==> src/rtl/codec_keyhole_pkg.sv <==
package codec_keyhole_pkg;
  typedef enum logic [2:0] {
    ST_IDLE,
    ST_ARMED,
    ST_SENT,
    ST_WR_HOLD,
    ST_RD_WAIT
  } kh_state_e;
endpackage

==> src/rtl/kh_host_regs.sv <==
module kh_host_regs #(
  parameter int IDX_W  = 7,
  parameter int DATA_W = 16
) (
  input  logic              clk_i,
  input  logic              rst_ni,
  input  logic              busy_i,
  input  logic              wdata_we_i,
  input  logic [DATA_W-1:0] wdata_i,
  input  logic              addr_we_i,
  input  logic [IDX_W-1:0]  addr_i,
  input  logic              rd_i,
  output logic [DATA_W-1:0] data_q_o,
  output logic [IDX_W-1:0]  idx_q_o,
  output logic              rd_q_o,
  output logic              start_o
);
  assign start_o = addr_we_i & ~busy_i;

  always_ff @(posedge clk_i or negedge rst_ni) begin
    if (!rst_ni) begin
      data_q_o <= '0;
      idx_q_o  <= '0;
      rd_q_o   <= 1'b0;
    end else begin
      if (wdata_we_i && !busy_i) data_q_o <= wdata_i;
      if (start_o) begin
        idx_q_o <= addr_i;
        rd_q_o  <= rd_i;
      end
    end
  end
endmodule

==> src/rtl/kh_seq.sv <==
module kh_seq
  import codec_keyhole_pkg::*;
#(
  parameter int TMO_FRAMES = 4
) (
  input  logic clk_i,
  input  logic rst_ni,
  input  logic start_i,
  input  logic rd_i,
  input  logic frame_start_i,
  input  logic match_i,
  output logic busy_o,
  output logic cmd_valid_o,
  output logic wr_done_o,
  output logic timeout_o,
  output logic rd_hit_o
);
  localparam int CNT_W = $clog2(TMO_FRAMES + 1);
  localparam logic [CNT_W-1:0] CNT_LAST = CNT_W'(TMO_FRAMES - 1);

  kh_state_e        state_q, state_d;
  logic [CNT_W-1:0] cnt_q, cnt_d;
  logic             wr_done_d, timeout_d;

  assign busy_o      = (state_q != ST_IDLE);
  assign cmd_valid_o = (state_q == ST_SENT);
  assign rd_hit_o    = (state_q == ST_RD_WAIT) && match_i;

  always_comb begin
    state_d   = state_q;
    cnt_d     = cnt_q;
    wr_done_d = wr_done_o;
    timeout_d = timeout_o;
    unique case (state_q)
      ST_IDLE: if (start_i) begin
        state_d   = ST_ARMED;
        wr_done_d = 1'b0;
        timeout_d = 1'b0;
      end
      ST_ARMED: if (frame_start_i) state_d = ST_SENT;
      ST_SENT: if (frame_start_i) begin
        state_d = rd_i ? ST_RD_WAIT : ST_WR_HOLD;
        cnt_d   = '0;
      end
      ST_WR_HOLD: if (frame_start_i) begin
        state_d   = ST_IDLE;
        wr_done_d = 1'b1;
      end
      ST_RD_WAIT: begin
        if (match_i) begin
          state_d = ST_IDLE;
        end else if (frame_start_i) begin
          if (cnt_q == CNT_LAST) begin
            state_d   = ST_IDLE;
            timeout_d = 1'b1;
          end else begin
            cnt_d = cnt_q + 1'b1;
          end
        end
      end
      default: state_d = ST_IDLE;
    endcase
  end

  always_ff @(posedge clk_i or negedge rst_ni) begin
    if (!rst_ni) begin
      state_q   <= ST_IDLE;
      cnt_q     <= '0;
      wr_done_o <= 1'b0;
      timeout_o <= 1'b0;
    end else begin
      state_q   <= state_d;
      cnt_q     <= cnt_d;
      wr_done_o <= wr_done_d;
      timeout_o <= timeout_d;
    end
  end
endmodule

==> src/rtl/kh_slot_fmt.sv <==
module kh_slot_fmt #(
  parameter int IDX_W  = 7,
  parameter int DATA_W = 16,
  parameter int SLOT_W = 20
) (
  input  logic              valid_i,
  input  logic              rd_i,
  input  logic [IDX_W-1:0]  idx_i,
  input  logic [DATA_W-1:0] data_i,
  output logic [SLOT_W-1:0] addr_slot_o,
  output logic [SLOT_W-1:0] data_slot_o
);
  localparam int IDX_LSB = SLOT_W - 1 - IDX_W;
  localparam int PAD_W   = SLOT_W - DATA_W;

  always_comb begin
    addr_slot_o = '0;
    data_slot_o = '0;
    if (valid_i) begin
      addr_slot_o = {rd_i, idx_i, {IDX_LSB{1'b0}}};
      if (!rd_i) data_slot_o = {data_i, {PAD_W{1'b0}}};
    end
  end
endmodule

==> src/rtl/kh_resp.sv <==
module kh_resp #(
  parameter int IDX_W  = 7,
  parameter int DATA_W = 16,
  parameter int SLOT_W = 20
) (
  input  logic              clk_i,
  input  logic              rst_ni,
  input  logic              stat_valid_i,
  input  logic [SLOT_W-1:0] stat_addr_slot_i,
  input  logic [SLOT_W-1:0] stat_data_slot_i,
  input  logic [IDX_W-1:0]  idx_i,
  input  logic              hit_i,
  input  logic              rdata_re_i,
  output logic              match_o,
  output logic [DATA_W-1:0] rdata_o,
  output logic              avail_o
);
  localparam int IDX_LSB = SLOT_W - 1 - IDX_W;
  localparam int PAD_W   = SLOT_W - DATA_W;

  logic [IDX_W-1:0] stat_idx;
  logic             unused_bits;

  assign stat_idx    = stat_addr_slot_i[SLOT_W-2 -: IDX_W];
  assign match_o     = stat_valid_i && (stat_idx == idx_i);
  assign unused_bits = ^{stat_addr_slot_i[SLOT_W-1], stat_addr_slot_i[IDX_LSB-1:0],
                         stat_data_slot_i[PAD_W-1:0]};

  always_ff @(posedge clk_i or negedge rst_ni) begin
    if (!rst_ni) begin
      rdata_o <= '0;
      avail_o <= 1'b0;
    end else if (hit_i) begin
      rdata_o <= stat_data_slot_i[SLOT_W-1 -: DATA_W];
      avail_o <= 1'b1;
    end else if (rdata_re_i) begin
      avail_o <= 1'b0;
    end
  end
endmodule

==> src/rtl/codec_keyhole.sv <==
module codec_keyhole #(
  parameter int IDX_W      = 7,
  parameter int DATA_W     = 16,
  parameter int SLOT_W     = 20,
  parameter int TMO_FRAMES = 4
) (
  input  logic              clk_i,
  input  logic              rst_ni,
  input  logic              wdata_we_i,
  input  logic [DATA_W-1:0] wdata_i,
  input  logic              addr_we_i,
  input  logic [IDX_W-1:0]  addr_i,
  input  logic              rd_i,
  input  logic              rdata_re_i,
  input  logic              frame_start_i,
  input  logic              stat_valid_i,
  input  logic [SLOT_W-1:0] stat_addr_slot_i,
  input  logic [SLOT_W-1:0] stat_data_slot_i,
  output logic              cmd_valid_o,
  output logic [SLOT_W-1:0] cmd_addr_slot_o,
  output logic [SLOT_W-1:0] cmd_data_slot_o,
  output logic [DATA_W-1:0] rdata_o,
  output logic              busy_o,
  output logic              wr_done_o,
  output logic              rd_avail_o,
  output logic              timeout_o
);
  logic [DATA_W-1:0] data_q;
  logic [IDX_W-1:0]  idx_q;
  logic              rd_q, start, match, rd_hit;

  kh_host_regs #(.IDX_W(IDX_W), .DATA_W(DATA_W)) u_regs (
    .clk_i      (clk_i),
    .rst_ni     (rst_ni),
    .busy_i     (busy_o),
    .wdata_we_i (wdata_we_i),
    .wdata_i    (wdata_i),
    .addr_we_i  (addr_we_i),
    .addr_i     (addr_i),
    .rd_i       (rd_i),
    .data_q_o   (data_q),
    .idx_q_o    (idx_q),
    .rd_q_o     (rd_q),
    .start_o    (start)
  );

  kh_seq #(.TMO_FRAMES(TMO_FRAMES)) u_seq (
    .clk_i         (clk_i),
    .rst_ni        (rst_ni),
    .start_i       (start),
    .rd_i          (rd_q),
    .frame_start_i (frame_start_i),
    .match_i       (match),
    .busy_o        (busy_o),
    .cmd_valid_o   (cmd_valid_o),
    .wr_done_o     (wr_done_o),
    .timeout_o     (timeout_o),
    .rd_hit_o      (rd_hit)
  );

  kh_slot_fmt #(.IDX_W(IDX_W), .DATA_W(DATA_W), .SLOT_W(SLOT_W)) u_fmt (
    .valid_i     (cmd_valid_o),
    .rd_i        (rd_q),
    .idx_i       (idx_q),
    .data_i      (data_q),
    .addr_slot_o (cmd_addr_slot_o),
    .data_slot_o (cmd_data_slot_o)
  );

  kh_resp #(.IDX_W(IDX_W), .DATA_W(DATA_W), .SLOT_W(SLOT_W)) u_resp (
    .clk_i            (clk_i),
    .rst_ni           (rst_ni),
    .stat_valid_i     (stat_valid_i),
    .stat_addr_slot_i (stat_addr_slot_i),
    .stat_data_slot_i (stat_data_slot_i),
    .idx_i            (idx_q),
    .hit_i            (rd_hit),
    .rdata_re_i       (rdata_re_i),
    .match_o          (match),
    .rdata_o          (rdata_o),
    .avail_o          (rd_avail_o)
  );
endmodule

==> config.mk <==
export PLATFORM = sky130hd
export DESIGN_NAME = codec_keyhole
export DESIGN_NICKNAME = d
export VERILOG_FILES = /design/src/rtl/codec_keyhole_pkg.sv /design/src/rtl/kh_host_regs.sv /design/src/rtl/kh_seq.sv /design/src/rtl/kh_slot_fmt.sv /design/src/rtl/kh_resp.sv /design/src/rtl/codec_keyhole.sv
export SDC_FILE = /design/constraint.sdc
export NUM_CORES = 1
export LEC_CHECK = 0
export ABC_AREA = 1
export ABC_CLOCK_PERIOD_IN_PS = 2150
export BUFFER_PORTS_ARGS = -buffer_cell sky130_fd_sc_hd__buf_2
export CORE_UTILIZATION = 35
export DETAILED_ROUTE_END_ITERATION = 16
export GPL_ROUTABILITY_DRIVEN = 0
export GPL_TIMING_DRIVEN = 0
export PLACE_DENSITY = 0.67
export SLEW_MARGIN = 0
export SYNTH_ARGS = -nofsm -noshare
export SYNTH_HDL_FRONTEND = slang
export SYNTH_SLANG_ARGS = --single-unit
==> constraint.sdc <==
create_clock -name clk_i -period 2.15 [get_ports clk_i]
set_input_delay 0.3225 -clock clk_i [delete_from_list [all_inputs] [get_ports clk_i]]
set_output_delay 0.3225 -clock clk_i [all_outputs]
set_load 0.05 [all_outputs]
==> results of run 1 <==
## worst reg2reg max path: stages (launching register included)
cell	delay, ns
dfrtp_1	0.43
inv_1	0.10
nand2_2	0.09
nor2_4	0.16
nand2_1	0.12
inv_1	0.23
buf_2	0.26
o21ai_0	0.11
## area by class of cell
class / instances / share of cell area
multi-input combinational: 195 / 0.295
buffer: 24 / 0.0518
tap: 96 / 0.0369
clock buffer: 7 / 0.0265
inverter: 50 / 0.0576
sequential: 49 / 0.376
timing repair buffer: 98 / 0.156
## sequential cells by signal, summed over array words and instances (netlist names)
name and flops:
u_seq.wr_done_o 1, u_resp.avail_o 1, u_seq.cnt_q 3, u_regs.data_q_o 16
u_resp.rdata_o 16, u_regs.idx_q_o 7, u_regs.rd_q_o 1, u_seq.state_q 3
u_seq.timeout_o 1
## final timing paths
check | endpoint | cells past startpoint | startpoint
worst max-delay path | cmd_data_slot_o[19] | 5 | u_seq.state_q[2]
worst min-delay path | u_resp.avail_o | 2 | rdata_re_i
worst max register to register | u_regs.idx_q_o[5] | 7 | u_seq.state_q[1]
worst min register to register | u_resp.rdata_o[0] | 2 | u_resp.rdata_o[0]
max in group asynchronous | u_resp.rdata_o[13] | 1 | rst_ni
min in group asynchronous | u_regs.data_q_o[4] | 1 | rst_ni
## power by group
part	switching, mW	leakage (nW)	internal (mW)
combinational	1.39	1.24	0.613
sequential	0.160	0.628	1.22
clock	0.292	0.0443	0.256
total	1.84	1.91	2.08
## cells in the final DEF (no fill, tap or decap), drive strengths merged
cell | Yosys | routed
buf | 20 | 112
nand2 | 84 | 84
dfrtp | 49 | 49
inv | 49 | 49
nor2 | 33 | 33
o21ai | 29 | 29
clkbuf | 4 | 17
conb | 1 | 16
mux2 | 15 | 15
nand3 | 10 | 10
a21oi | 2 | 2
ha | 2 | 2
clkinv | 1 | 1
a21boi | 1 | 1
or2 | 1 | 1
o31ai | 1 | 1
o2111ai | 1 | 1
## cells in the mapped netlist, drive strengths merged
master / count
nand2: 84
nor2: 33
nand3: 10
or2: 1
ha: 2
a21boi: 1
o21ai: 29
inv: 49
buf: 20
dfrtp: 49
clkinv: 1
o2111ai: 1
conb: 1
o31ai: 1
a21oi: 2
clkbuf: 4
mux2: 15
## kinds of logic after synthesis
logic type	Yosys count
DFF	49
buffers and inverters	74
adders and majority gates	2
and+or+nand+nor	128
other	1
AOI/OAI and AO/OA	34
muxes	15
## through the flow
step	hold WS, ns	cell area [sq um]
final	0.221	3260
after floorplan	0.0269	2530
after CTS	0.209	3240
after global routing	0.240	3260
after global placement	0.459	3140
after detailed placement	0.472	3140
## per-layer routing
| layer | vias to the layer above | wire [um] |
|---|---|---|
| met5 | - | 0 |
| met4 | 0 | 47 |
| met3 | 5 | 334 |
| met2 | 61 | 2660 |
| met1 | 1022 | 2550 |
| li1 | 1127 | - |
==> impl_metrics.py, run 1 <==
metrics = {
    "timing": {
        "finalCritPeriodShare": 0.942,
        "tns_ns": 0,
        "final_max_slew_viol_count": 0,
        "max_freq_mhz": 494,
        "period_minus_slack_ns": 2.02,
        "worst_pin_slew_ns": 1.10,
        "setup_ws_ns": 0.125,
        "max_slew_margin": 0.268,
        "rsz0062_at_grt": "no",
        "finClkSkew_ns": 0.00498,
        "setup_viol": 0,
        "hold_viol_final": 0,
    },
    "grt": {
        "antenna_found_initial": 0,
        "grt_pass1_wl_um": 9160,
        "met2_usage": 0.258,
        "grt_max_degree": 50,
        "busiest_layer": "met2",
        "met3_usage": 0.0414,
        "grtUsageTotal": 0.156,
        "met1_usage": 0.205,
        "grt_pass1_vias": 2036,
        "grt_overflow": 0,
    },
    "placement": {
        "dp_slack_ns": 0.183,
        "hpwlAfterDp_um": 4220,
        "portBuffers": 98,
        "place_inst": 512,
    },
    "drt": {
        "drt_wl_total_um": 5590,
        "drc_errors": 0,
        "firstDrtPassIters": 5,
        "vias": 2215,
        "wl_per_cell_um": 10.8,
        "drt_iter0_markers": 103,
        "antenna_left": 0,
        "via_per_inst": 4.27,
    },
    "synthesis": {
        "yosysTopAreaCellShare": 0.496,
        "synth_xor_xnor_area_share": 0,
        "synth-seq-cells": 49,
        "netlist_area_sq_um": 2470,
        "synth_compound_area_frac": 0.0723,
        "synth-adder-area-share": 0.0101,
        "syn_area_per_cell_sq_um": 8.16,
        "yosys_warnings": 0,
        "synth_top_family_by_area": "simple AND/OR/NAND/NOR gates",
        "synth.area.top_cells": "dfrtp_1 50%, nand2_1 12%, inv_1 7.0%",
        "synthSimpleGateAreaFrac": 0.210,
        "ys_seq_area_frac": 0.496,
        "synth_area_leader_cell": "dfrtp_1",
        "synthCells": 303,
        "yosysUniqueCellTypes": 27,
        "muxShareOfSynthArea": 0.0683,
    },
    "layout": {
        "post-route-util": 0.480,
        "fin_nets": 496,
        "fillers": 711,
        "multiInputGateArea_sq_um": 961,
        "n_antenna_cell": 0,
        "stdcell_count": 519,
        "drive_above_1_share": 0.362,
        "regArea_sq_um": 1230,
        "syn_to_final_growth_pct": 31.7,
    },
    "floorplan": {
        "die_y_um": 86.1,
        "rows": 30,
        "initial_core_util": 0.364,
        "fp.dieArea_sq_um": 7410,
        "ios": 132,
        "fp.dieW_um": 86.1,
        "core_region_area_sq_um": 6790,
    },
    "cts": {
        "cts_resized": 4,
        "clk_pin_slew_ns": 0.09,
        "clk_latency_ns": 0.29,
        "cts_tree": "yes",
        "cts_made_buffers": 5,
        "clockBufferDepth": 2,
        "hold_buffers": 0,
        "cts_setup_buffers": 0,
        "cts_sinks": 49,
        "htree_levels": 2,
        "cts-root-buf": "clkbuf_8",
    },
    "critical_path": {
        "crit_chain": "inv_1 > nand3_2 > clkbuf_4 > nor2_1 > buf_2",
        "crit_path_start_kind": "flop",
        "end_kind": "primary output",
        "cp.required_ns": 1.83,
        "cp.arrival_ns": 1.70,
        "crit_buf_inv": 3,
        "crit_type": "reg -> out",
        "cpLargestDelayFamily": "buffers and inverters",
        "path_max_fanout": 10,
        "slowest_delay_ns": 0.43,
        "r2r_slack_ns": 0.55,
        "slowest_stage": "dfrtp_1",
    },
    "power_and_ir_drop": {
        "p_per_area_nw_per_um2": 1200,
        "finalPower_mw": 3.92,
        "ir_drop_uv": 755,
        "leakage_nw": 1.91,
    },
    "worst_hold_path": {
        "hold_path.class": "in -> reg",
    },
    "flow_run": {
        "max-cap-violations": 0,
    },
    "run_status": {
        "status": "finished clean",
    },
}
No activity file was read; power rests on OpenSTA's default activity.
==> inputs of run 2 (changes only) <==
Settings changed: ABC_CLOCK_PERIOD_IN_PS 2150 to unset, PLACE_DENSITY 0.67 to 0.69.
Clock period 2.15 ns to 1.8 ns, I/O delays scaled along.
==> run 2 against run 1 <==
Net effect:
- routed wire length decreased by 2.0%
- clock skew increased by 0.00063 ns
- design area increased by 4.2%
- sequential power increased by 19%
- combinational power increased by 30%
- core utilization increased by 2.0 points
- first-iteration DRC count decreased by 61%
- power increased by 24%
- largest cell class unchanged
==> impl_metrics.py, run 2 (synthesis results as in run 1) <==
metrics = {
    "cts": {
        "clockBufferDepth": 2,
        "cts_sinks": 49,
        "cts_tree": "yes",
        "cts_made_buffers": 5,
        "clk_latency_ns": 0.29,
        "cts-root-buf": "clkbuf_8",
        "clk_pin_slew_ns": 0.09,
        "htree_levels": 2,
    },
    "floorplan": {
        "fp.dieW_um": 86.1,
        "die_y_um": 86.1,
        "rows": 30,
        "initial_core_util": 0.364,
        "ios": 132,
        "fp.dieArea_sq_um": 7410,
        "core_region_area_sq_um": 6790,
    },
    "critical_path": {
        "path_max_fanout": 10,
        "cp.required_ns": 1.53,
        "cp.arrival_ns": 1.46,
        "end_kind": "primary output",
        "crit_type": "reg -> out",
        "crit_path_start_kind": "flop",
    },
    "timing": {
        "worst_pin_slew_ns": 1.10,
        "rsz0062_at_grt": "yes",
        "final_max_slew_viol_count": 0,
        "finalCritPeriodShare": 0.961,
        "max_freq_mhz": 578,
        "finClkSkew_ns": 0.00561,
        "tns_ns": 0,
        "max_slew_margin": 0.270,
        "period_minus_slack_ns": 1.73,
        "setup_viol": 0,
        "hold_viol_final": 0,
    },
    "grt": {
        "grt_pass1_wl_um": 8900,
        "grt_overflow": 0,
        "antenna_found_initial": 0,
        "grtUsageTotal": 0.152,
        "grt_pass1_vias": 2020,
        "grt_max_degree": 50,
    },
    "flow_run": {
        "max-cap-violations": 0,
    },
    "drt": {
        "wl_per_cell_um": 10.5,
        "antenna_left": 0,
        "drt_iter0_markers": 40,
        "firstDrtPassIters": 4,
        "vias": 2210,
        "drc_errors": 0,
        "via_per_inst": 4.23,
        "drt_wl_total_um": 5480,
    },
    "layout": {
        "fin_nets": 498,
        "largestRegisters": "u_regs.data_q_o (16), u_resp.rdata_o (16), u_regs.idx_q_o (7)",
        "mostFrequentLayoutCells": "81 x nand2_1, 80 x buf_2, 49 x dfrtp_1, 45 x inv_1, 28 x buf_4",
        "syn_to_final_growth_pct": 37.2,
        "n_antenna_cell": 0,
        "mostFrequentLayoutCell": "nand2_1",
        "post-route-util": 0.500,
        "fillers": 681,
        "drive_above_1_share": 0.383,
    },
    "run_status": {
        "status": "finished clean",
    },
    "power_and_ir_drop": {
        "p_per_area_nw_per_um2": 1430,
        "finalPower_mw": 4.86,
        "ir_drop_uv": 872,
        "leakage_nw": 1.94,
    },
    "worst_hold_path": {
        "hold_path.class": "in -> reg",
    },
    "placement": {
        "portBuffers": 98,
        "hpwlAfterDp_um": 4100,
    },
}
==> run 2: cell types whose count changed in the layout (fill, tap and decap cells not counted), moves of 2 or more <==
cell	before	now
clkbuf_4	8	0
clkinv_2	0	2
buf_2	95	80
buf_6	1	13
buf_4	16	28
nor2_1	30	25
nor2_2	2	6
==> run 2: path summary, 6_finish.rpt <==
path | startpoint | to | slack [ns] | depth (start not counted)
worst min register to register | u_resp.rdata_o[6] | u_resp.rdata_o[6] | 0.49 | 2
worst min-delay path | rdata_re_i | u_resp.avail_o | 0.16 | 2
max in group asynchronous | rst_ni | u_resp.rdata_o[5] | 0.95 | 1
worst max register to register | u_seq.state_q[1] | u_regs.rd_q_o | 0.20 | 7
min in group asynchronous | rst_ni | u_regs.data_q_o[4] | 0.18 | 1
worst max-delay path | u_seq.state_q[2] | cmd_addr_slot_o[15] | 0.07 | 5
==> run 2: worst max-delay path, stage by stage, from the launching register on <==
cell      delay, ns
dfrtp_1        0.40
inv_2          0.11
nand3_4        0.13
clkbuf_8       0.21
nor2_1         0.14
buf_6          0.18
==> run 2: per-layer routing <==
layer	GRT usage	up-vias	wire length, um
li1	-	1136	-
met3	0.0433	2	364
met5	0	-	0
met4	0.0364	0	23
met1	0.186	1003	2360
met2	0.263	69	2730
==> run 2: timing repair <==
item | 4_1_cts | 5_1_grt
hold endpoints to repair | 0 | 0
hold buffers | 0 | 0
setup buffers | 1 | 1
setup endpoints to repair | 25 | 17
resized for setup | 32 | 20
pin swaps | 0 | 0
==> run 2: where the power goes <==
part	total [mW]	internal [mW]	leakage [nW]	switching (mW)
logic	2.61	0.889	1.27	1.72
clock network	0.610	0.270	0.0450	0.340
registers	1.64	1.45	0.628	0.186
total	4.86	2.61	1.94	2.24
==> run 2: cell type report <==
class	count	area, sq um	area share
Inverter	50	188	0.0553
Clock buffer	6	72.6	0.0214
Buffer	24	186	0.0549
Timing Repair Buffer	100	603	0.178
Multi-Input combinational cell	195	988	0.291
Tap cell	96	120	0.0354
Clock inverter	2	10.0	0.00295
Sequential cell	49	1230	0.361
==> run 2: through the flow <==
stage | hold slack [ns] | cell area, sq um | cells | setup WS [ns]
after detailed placement | 0.469 | 3150 | 512 | -0.112
after floorplan | -0.0256 | 2540 | 318 | -0.0733
final | 0.159 | 3390 | 522 | 0.0710
after global routing | 0.182 | 3390 | 522 | -0.0142
after global placement | 0.457 | 3150 | 512 | -0.0690
after CTS | 0.144 | 3330 | 521 | 0.0347
